[src/rtl/tmr_pkg.sv]
package tmr_pkg;

    typedef enum logic [0:0] {
        ST_STOPPED = 1'b0,
        ST_RUNNING = 1'b1
    } tmr_state_e;

    localparam int SEL_W = 2;

    localparam logic [SEL_W-1:0] SEL_COUNT  = 2'd0;
    localparam logic [SEL_W-1:0] SEL_CTRL   = 2'd1;
    localparam logic [SEL_W-1:0] SEL_STATUS = 2'd2;

    localparam int CTRL_RELOAD_BIT = 0;
    localparam int CTRL_IRQEN_BIT  = 1;
    localparam int STAT_CLR_BIT    = 0;

endpackage

[src/rtl/tmr_wr_decode.sv]
module tmr_wr_decode
    import tmr_pkg::*;
(
    input  logic             wr_en,
    input  logic [SEL_W-1:0] wr_sel,
    output logic             wr_count,
    output logic             wr_ctrl,
    output logic             wr_status
);

    always_comb begin
        wr_count  = 1'b0;
        wr_ctrl   = 1'b0;
        wr_status = 1'b0;
        if (wr_en) begin
            unique case (wr_sel)
                SEL_COUNT:  wr_count  = 1'b1;
                SEL_CTRL:   wr_ctrl   = 1'b1;
                SEL_STATUS: wr_status = 1'b1;
                default:    ;
            endcase
        end
    end

endmodule

[src/rtl/tmr_count_fsm.sv]
module tmr_count_fsm
    import tmr_pkg::*;
#(
    parameter int CNT_W = 32
) (
    input  logic             clk,
    input  logic             rst,
    input  logic             tick,
    input  logic             load_req,
    input  logic [CNT_W-1:0] load_val,
    input  logic             reload_en,
    output logic [CNT_W-1:0] count,
    output logic             fire,
    output logic             event_q
);

    localparam logic [CNT_W-1:0] ONE  = CNT_W'(1);
    localparam logic [CNT_W-1:0] ZERO = '0;

    tmr_state_e       state_q, state_d;
    logic [CNT_W-1:0] count_q, count_d;
    logic [CNT_W-1:0] reload_q, reload_d;

    // State and datapath register
    always_ff @(posedge clk) begin
        if (rst) begin
            state_q  <= ST_STOPPED;
            count_q  <= ZERO;
            reload_q <= ZERO;
            event_q  <= 1'b0;
        end else begin
            state_q  <= state_d;
            count_q  <= count_d;
            reload_q <= reload_d;
            event_q  <= fire;
        end
    end

    // Next state and outputs
    always_comb begin
        state_d  = state_q;
        count_d  = count_q;
        reload_d = reload_q;
        fire     = 1'b0;
        if (load_req) begin
            // ARM / DISARM / restart: a write beats any tick
            count_d  = load_val;
            reload_d = load_val;
            state_d  = (load_val == ZERO) ? ST_STOPPED : ST_RUNNING;
        end else begin
            unique case (state_q)
                ST_STOPPED: begin
                    state_d = ST_STOPPED;
                end
                ST_RUNNING: begin
                    if (tick) begin
                        if (count_q == ONE) begin
                            fire = 1'b1;
                            if (reload_en) begin
                                count_d = reload_q;          // REARM
                            end else begin
                                count_d = ZERO;              // EXPIRE
                                state_d = ST_STOPPED;
                            end
                        end else begin
                            count_d = count_q - ONE;
                        end
                    end
                end
                default: begin
                    state_d = ST_STOPPED;
                    count_d = ZERO;
                end
            endcase
        end
    end

    assign count = count_q;

endmodule

[src/rtl/tmr_ctrl_regs.sv]
module tmr_ctrl_regs (
    input  logic clk,
    input  logic rst,
    input  logic wr_ctrl,
    input  logic wr_status,
    input  logic data_reload,
    input  logic data_irqen,
    input  logic data_clr,
    input  logic fire,
    output logic reload_en,
    output logic irq_en,
    output logic status,
    output logic irq
);

    always_ff @(posedge clk) begin
        if (rst) begin
            reload_en <= 1'b0;
            irq_en    <= 1'b0;
        end else if (wr_ctrl) begin
            reload_en <= data_reload;
            irq_en    <= data_irqen;
        end
    end

    // Event set wins over a coincident clear
    always_ff @(posedge clk) begin
        if (rst) begin
            status <= 1'b0;
        end else if (fire) begin
            status <= 1'b1;
        end else if (wr_status && data_clr) begin
            status <= 1'b0;
        end
    end

    assign irq = status & irq_en;

endmodule

[src/rtl/interval_timer.sv]
module interval_timer
    import tmr_pkg::*;
#(
    parameter int CNT_W = 32
) (
    input  logic             clk,
    input  logic             rst,
    input  logic             tick_i,
    input  logic             wr_en_i,
    input  logic [1:0]       wr_sel_i,
    input  logic [CNT_W-1:0] wr_data_i,
    output logic [CNT_W-1:0] count_o,
    output logic             reload_en_o,
    output logic             irq_en_o,
    output logic             status_o,
    output logic             event_o,
    output logic             irq_o
);

    logic wr_count, wr_ctrl, wr_status;
    logic fire;

    tmr_wr_decode u_dec (
        .wr_en    (wr_en_i),
        .wr_sel   (wr_sel_i),
        .wr_count (wr_count),
        .wr_ctrl  (wr_ctrl),
        .wr_status(wr_status)
    );

    tmr_count_fsm #(.CNT_W(CNT_W)) u_fsm (
        .clk      (clk),
        .rst      (rst),
        .tick     (tick_i),
        .load_req (wr_count),
        .load_val (wr_data_i),
        .reload_en(reload_en_o),
        .count    (count_o),
        .fire     (fire),
        .event_q  (event_o)
    );

    tmr_ctrl_regs u_regs (
        .clk        (clk),
        .rst        (rst),
        .wr_ctrl    (wr_ctrl),
        .wr_status  (wr_status),
        .data_reload(wr_data_i[CTRL_RELOAD_BIT]),
        .data_irqen (wr_data_i[CTRL_IRQEN_BIT]),
        .data_clr   (wr_data_i[STAT_CLR_BIT]),
        .fire       (fire),
        .reload_en  (reload_en_o),
        .irq_en     (irq_en_o),
        .status     (status_o),
        .irq        (irq_o)
    );

endmodule

[config.mk]
export PLATFORM = sky130hd
export DESIGN_NAME = interval_timer
export DESIGN_NICKNAME = d
export VERILOG_FILES = /design/src/rtl/tmr_pkg.sv /design/src/rtl/tmr_wr_decode.sv /design/src/rtl/tmr_count_fsm.sv /design/src/rtl/tmr_ctrl_regs.sv /design/src/rtl/interval_timer.sv
export SDC_FILE = /design/constraint.sdc
export NUM_CORES = 1
export LEC_CHECK = 0
export BUFFER_PORTS_ARGS = -buffer_cell sky130_fd_sc_hd__buf_2
export CORE_MARGIN = 4
export CORE_UTILIZATION = 39
export DETAILED_ROUTE_END_ITERATION = 12
export GPL_ROUTABILITY_DRIVEN = 0
export MAX_ROUTING_LAYER = met4
export SYNTH_ARGS = -nofsm -noshare
export SYNTH_HDL_FRONTEND = slang
export SYNTH_SLANG_ARGS = --single-unit
[constraint.sdc]
create_clock -name clk -period 2.7 [get_ports clk]
set_input_delay 0.27 -clock clk [delete_from_list [all_inputs] [get_ports clk]]
set_output_delay 0.27 -clock clk [all_outputs]
set_load 0.05 [all_outputs]
* Word level (Yosys, flattened, before mapping) *
Index checks and enable logic that the tools add are counted.

operators by class
  add/sub/neg operators = 1
  equality and inequality tests = 3
  multiplexer cells = 23
  bitwise operators = 2
  reduce and logical (&&, ||, !) cells = 7

operators by type and width
  operator                                                                 number
  32-bit two-way mux                                                       5
  32-bit by 1-bit equality test with 1-bit output (second input constant)  1
  32-bit zero test                                                         1
  32-bit by 1-bit subtractor with 32-bit output (second input constant)    1
  1-bit two-way mux                                                        17
  2-bit nonzero test                                                       3
  2-bit by 1-bit equality test with 1-bit output (second input constant)   1
  2-bit equality test (second input constant)                              1
  2-bit zero test                                                          1
  1-bit case mux with 2 select lines                                       1
  2-bit AND reduction                                                      1
  1-bit AND                                                                1
  1-bit logical AND                                                        1
  1-bit NOT                                                                1

word-level totals
  register bits after elaboration = 69
  input port bits = 38
  output and inout port bits = 37
  logic and storage cells = 43

* Depth between registers and ports, before layout *
  word-level depth = 6
  depth in mapped cells = 8
  mapped depth without buffers = 7

* Hierarchy *
From an unflattened synthesis, not the netlist that was laid out.

unflattened totals
  cell total of the unflattened synthesis = 442
  area, all modules = 3,782.4 µm²

by module, submodules not included
  module         times used  cells an instance  area each (µm²)  seq. area each (µm²)
  tmr_count_fsm  1           428                3,642.2          1,321.3
  tmr_ctrl_regs  1           11                 110.1            60.1
  tmr_wr_decode  1           3                  30.0             0.0

* Worst setup path after synthesis *
Ideal clock, no wire load.

  path kind = register to register
  start point = register u_fsm.count_q[15], in the netlist u_fsm.count[15]
  end point = register u_fsm.count_q[29], in the netlist u_fsm.count[29]
  setup time = 95 ps
  data arrival time = 2,420 ps
  data required time = 2,605 ps
  path slack = 185 ps
  stages on the path, launching flop included = 7
  buffers on the path = 1
  clock period less this slack = 2,515 ps
  cell sequence = dfxtp_1 or4_1 nand4bb_4 or3_4 buf_6 or3_1 a221oi_1

on the way
  longest elaborated chain between the ends = 5
  elaborated cells between the ends (all ways) = 6
  classes of those cells = add/sub (1); eq/ne (1); mux (4)

ends and longest elaborated chain
  item                                                                                                              RTL line                                  text
  start: declaration                                                                                                tmr_count_fsm.sv:21                       logic [CNT_W-1:0] count_q, count_d;
  start signal: assignment                                                                                          tmr_count_fsm.sv:33                       count_q <= count_d;
  32-bit by 1-bit subtractor with 32-bit output or 32-bit by 1-bit equality test with 1-bit output (tied branches)  tmr_count_fsm.sv:66, tmr_count_fsm.sv:57
  32-bit two-way mux *                                                                                              tmr_count_fsm.sv:57                       if (count_q == ONE) begin
  32-bit two-way mux *                                                                                              tmr_count_fsm.sv:56                       if (tick) begin
  32-bit two-way mux *                                                                                              tmr_count_fsm.sv:51                       unique case (state_q)
  32-bit two-way mux *                                                                                              tmr_count_fsm.sv:45                       if (load_req) begin

Every way passes the cells marked *; elsewhere a longest branch is shown, timed or not. The select of a mux whose other input is x is not followed.
A chain may end at the register's enable or synchronous reset.

* Final worst setup path *
  start point = register u_fsm.count_q[15], in the netlist u_fsm.count[15]
  end point = register u_fsm.count_q[9], in the netlist u_fsm.count[9]

on the way
  longest elaborated chain between the ends = 5

ends and longest elaborated chain
  item                                             RTL line
  32-bit by 1-bit equality test with 1-bit output  tmr_count_fsm.sv:57
  32-bit two-way mux                               tmr_count_fsm.sv:57
  32-bit two-way mux                               tmr_count_fsm.sv:56
  32-bit two-way mux                               tmr_count_fsm.sv:51
  32-bit two-way mux                               tmr_count_fsm.sv:45

No other way between the ends. The select of a mux whose other input is x is not followed.

==> summary.md <==
| Metric | Value |
|---|---|
| Status | `finished clean` |
| Pins Over Slew Limit | `0` |
| Vias in the first global route | `3961` |
| # fillers | `between 900 and 1k` |
| Max cap viols | `0` |
| Worst path top cell family by delay | `simple AND/OR/NAND/NOR gates` |
| CTS buffer count | `9` |
| Setup crit start | `u_fsm.count[15]$_SDFFE_PP0P_` |
| Hold slack | `approximately 0.18 ns` |
| Die Width | `106.3 µm` |
| Final period util | `0.9446` |
| CTS tree | `yes` |
| Dpl ws | `around 0.20 ns` |
| Register area | `between 1000 and 1500 µm²` |
| Die height | `between 100 and 150 µm` |
| Share of layout cells above drive strength 1 | `0.2113` |
| Fmax | `about 0.39 GHz` |
| Total iterations of the first detailed-routing run | `6` |
| Later-pin clock latency in the skew report | `around 0.34 ns` |
| Post-synth EDFFs | `0` |
| WL/cell | `18.45 µm` |
| Critical path arrival | `between 2 and 3 ns` |
| Slowest stage cell, crit path | `or4_1` |
| Max Clock Skew | `roughly 0.011 ns` |
| Overall global routing resource usage | `0.2362` |
| Total wire length | `around 13000 µm` |
| Resized cells post-CTS | `0` |
| Cells after Synth | `around 500` |
| CTS root buf | `clkbuf_8` |
| Final setup margin | `~0.15 ns` |
| Dpl hpwl | `about 9000 µm` |
| Syn Std Cell Area | `approximately 3800 µm²` |
| Clock transition at path regs | `approximately 0.070 ns` |
| Power, Total | `2.760 mW` |
| CP Cell Sequence | `or4_1 > nand4bb_4 > buf_4 > nor3_2 > buf_4 > and3_1 > a31oi_1 > a211oi_1` |
| Register area share after synthesis | `0.3667` |
| Maximum fanout along the worst path | `26` |
| Std cell rows | `35` |
| CP max stage delay | `0.56 ns` |
| Synth warn | `0` |
| # setup viols final | `0` |
| Mean post-synth cell area | `between 7 and 8 µm²` |
| Startpoint types | `flop` |
| Global-route wire length before repair | `20980 µm` |
| # H-tree levels | `3` |
| Most common cell after layout, fill and taps aside | `nand2_1` |
| Post-DRT Antenna Nets | `0` |
| Area grow syn2layout | `21.55%` |
| Iter 0 DRT Violations | `about 210` |
| IO Pins | `between 70 and 80` |
| Initial antenna violation count | `0` |
| CP dominant cell by count | `buf_4` |
| Antenna diodes | `0` |
| Pwr dens | `602.7 nW/µm²` |
| Largest net degree at the start of global routing | `61` |
| Crit path buffers/inverters | `2` |
| Setup TNS | `0 ns` |
| Postcts setup bufs | `0` |
| RSZ-0062 raised after global routing | `no` |
| Async SR Flop Fraction | `0` |
| Hold Buf Count CTS | `0` |
| Routed via count | `about 4.2k` |
| Final Hold Vio Count | `0` |
| Crit end category | `flop` |
| Net Count, Synth | `between 500 and 600` |
| Core area | `9328 µm²` |
| Top_reg_cell synth | `dfxtp_1` |
| Final nets | `roughly 620` |
| Slew at the pin with the worst max-slew slack | `roughly 0.66 ns` |
| DRC | `0` |
| Maximum root-to-sink buffer count | `2` |
| Worst VDD drop | `between 0.2 and 0.3 mV` |
| Final Critical Period | `~2.6 ns` |
| CTS Sinks | `69` |
| Critical path class | `reg -> reg` |
| WP data required | `between 2 and 3 ns` |
| Vias per cell | `between 5 and 6` |
| Die area | `11300 µm²` |
| Most frequent cells in the layout | `nand2_1, buf_2, a21oi_1, dfxtp_1, nor2_1` |
| Worst min-delay path category | `in -> reg` |
| Hold Startpoint | `wr_data_i[28]` |
| Max-slew headroom | `0.5620` |
| Leakage | `around 1.8 nW` |
| I/O Buffers | `74` |
| Reg2reg start | `u_fsm.count[15]$_SDFFE_PP0P_` |
| Starting Density | `0.4039` |
| Yosys cell types | `49` |
| Multi-input gate area | `2241 µm²` |
| Flops & latches, synth | `69` |
| GR Overflow Total | `0` |
==> flip-flops by register name (all words and copies together) (netlist names) <==
register	count
u_fsm.count	32
u_fsm.event_q	1
u_regs.reload_en	1
u_fsm.reload_q	32
u_fsm.state_q	1
u_regs.status	1
u_regs.irq_en	1
==> kinds of logic after synthesis <==
logic type      after synthesis  share of synthesized area
simple gates                217                     0.2833
compound gates              158                     0.2620
flops                        69                     0.3667
buf+inv                      39                    0.04118
xor+xnor                     15                    0.03487
mux                           2                   0.005314
fa+ha+maj                     2                   0.006641
==> cell usage after synthesis, drive strengths merged (2+ instances only) <==
cell type / number / area, µm²
nand2b: 2 / 12.51
and2: 2 / 12.51
nand2: 83 / 311.6
a221o: 2 / 20.02
o22a: 2 / 17.52
nand3: 13 / 65.06
nor2: 36 / 135.1
inv: 5 / 18.77
or4: 3 / 22.52
xnor2: 6 / 52.55
o211ai: 3 / 22.52
o41ai: 2 / 17.52
a211oi: 18 / 135.1
a21o: 3 / 22.52
nand4: 4 / 25.02
mux2i: 2 / 20.02
and3: 3 / 18.77
a211o: 4 / 35.03
clkbuf: 30 / 112.6
nand3b: 3 / 22.52
o21ai: 17 / 85.08
ha: 2 / 25.02
nor3b: 2 / 15.01
a31oi: 15 / 93.84
nor3: 30 / 161.4
a311oi: 8 / 70.07
dfxtp: 69 / 1381
or3: 8 / 55.05
a2111oi: 6 / 52.55
or2: 2 / 12.51
buf: 4 / 23.77
xor2: 9 / 78.83
nand4b: 2 / 17.52
nor4: 21 / 137.6
a21oi: 70 / 350.3
o31ai: 3 / 22.52
==> worst min-delay path: cells and delay by family <==
kind	cells	cell delay, ns
buf+inv	1	0.11
simple gates	1	0.05
compound gates	1	0.05
==> metal layers <==
metal  share of wire  vias to the layer above  routed length, µm  track usage
met1            0.46                     2021               5993       0.3141
met5               0                        -                  0            -
met4           0.024                        0                310      0.07956
met2            0.46                      171               5985       0.3633
met3           0.063                       33                826      0.04189
li1                -                     2012                  -            -
==> final cells by class <==
| type | instances | share of cell area |
|---|---|---|
| multi-input cells | 394 | 0.4893 |
| flip-flops and latches | 69 | 0.3016 |
| repair buffers | 100 | 0.1262 |
| clock buffers | 13 | 0.03689 |
| well taps | 129 | 0.03525 |
| clock inverters | 1 | 0.006557 |
| inverters | 5 | 0.004098 |
==> path summary, 6_finish.rpt <==
path	end	slack [ns]	cells past startpoint
max	u_fsm.count[9]$_SDFFE_PP0P_	0.15	8
min	u_fsm.reload_q[28]$_SDFFE_PP0P_	0.18	3
max reg2reg	u_fsm.count[9]$_SDFFE_PP0P_	0.15	8
min reg2reg	u_fsm.reload_q[9]$_SDFFE_PP0P_	0.45	2
==> stage by stage <==
step / util / std cells / area [µm²]
3_5_place_dp: 0.4696 / 697 / 4380
6_report: 0.4909 / 711 / 4579
2_1_floorplan: - / 502 / 3767
5_1_grt: 0.4909 / 711 / 4579
4_1_cts: 0.4909 / 711 / 4579
3_3_place_gp: 0.4696 / 697 / 4380
==> report_power, final <==
group          internal (mW)  leakage [nW]  switching [mW]
Clock                  0.494         0.102           0.392
Sequential              1.07         0.562          0.0581
Combinational          0.257          1.14           0.492
Total                   1.82          1.80           0.942
Power figures use the tool's default switching activity.
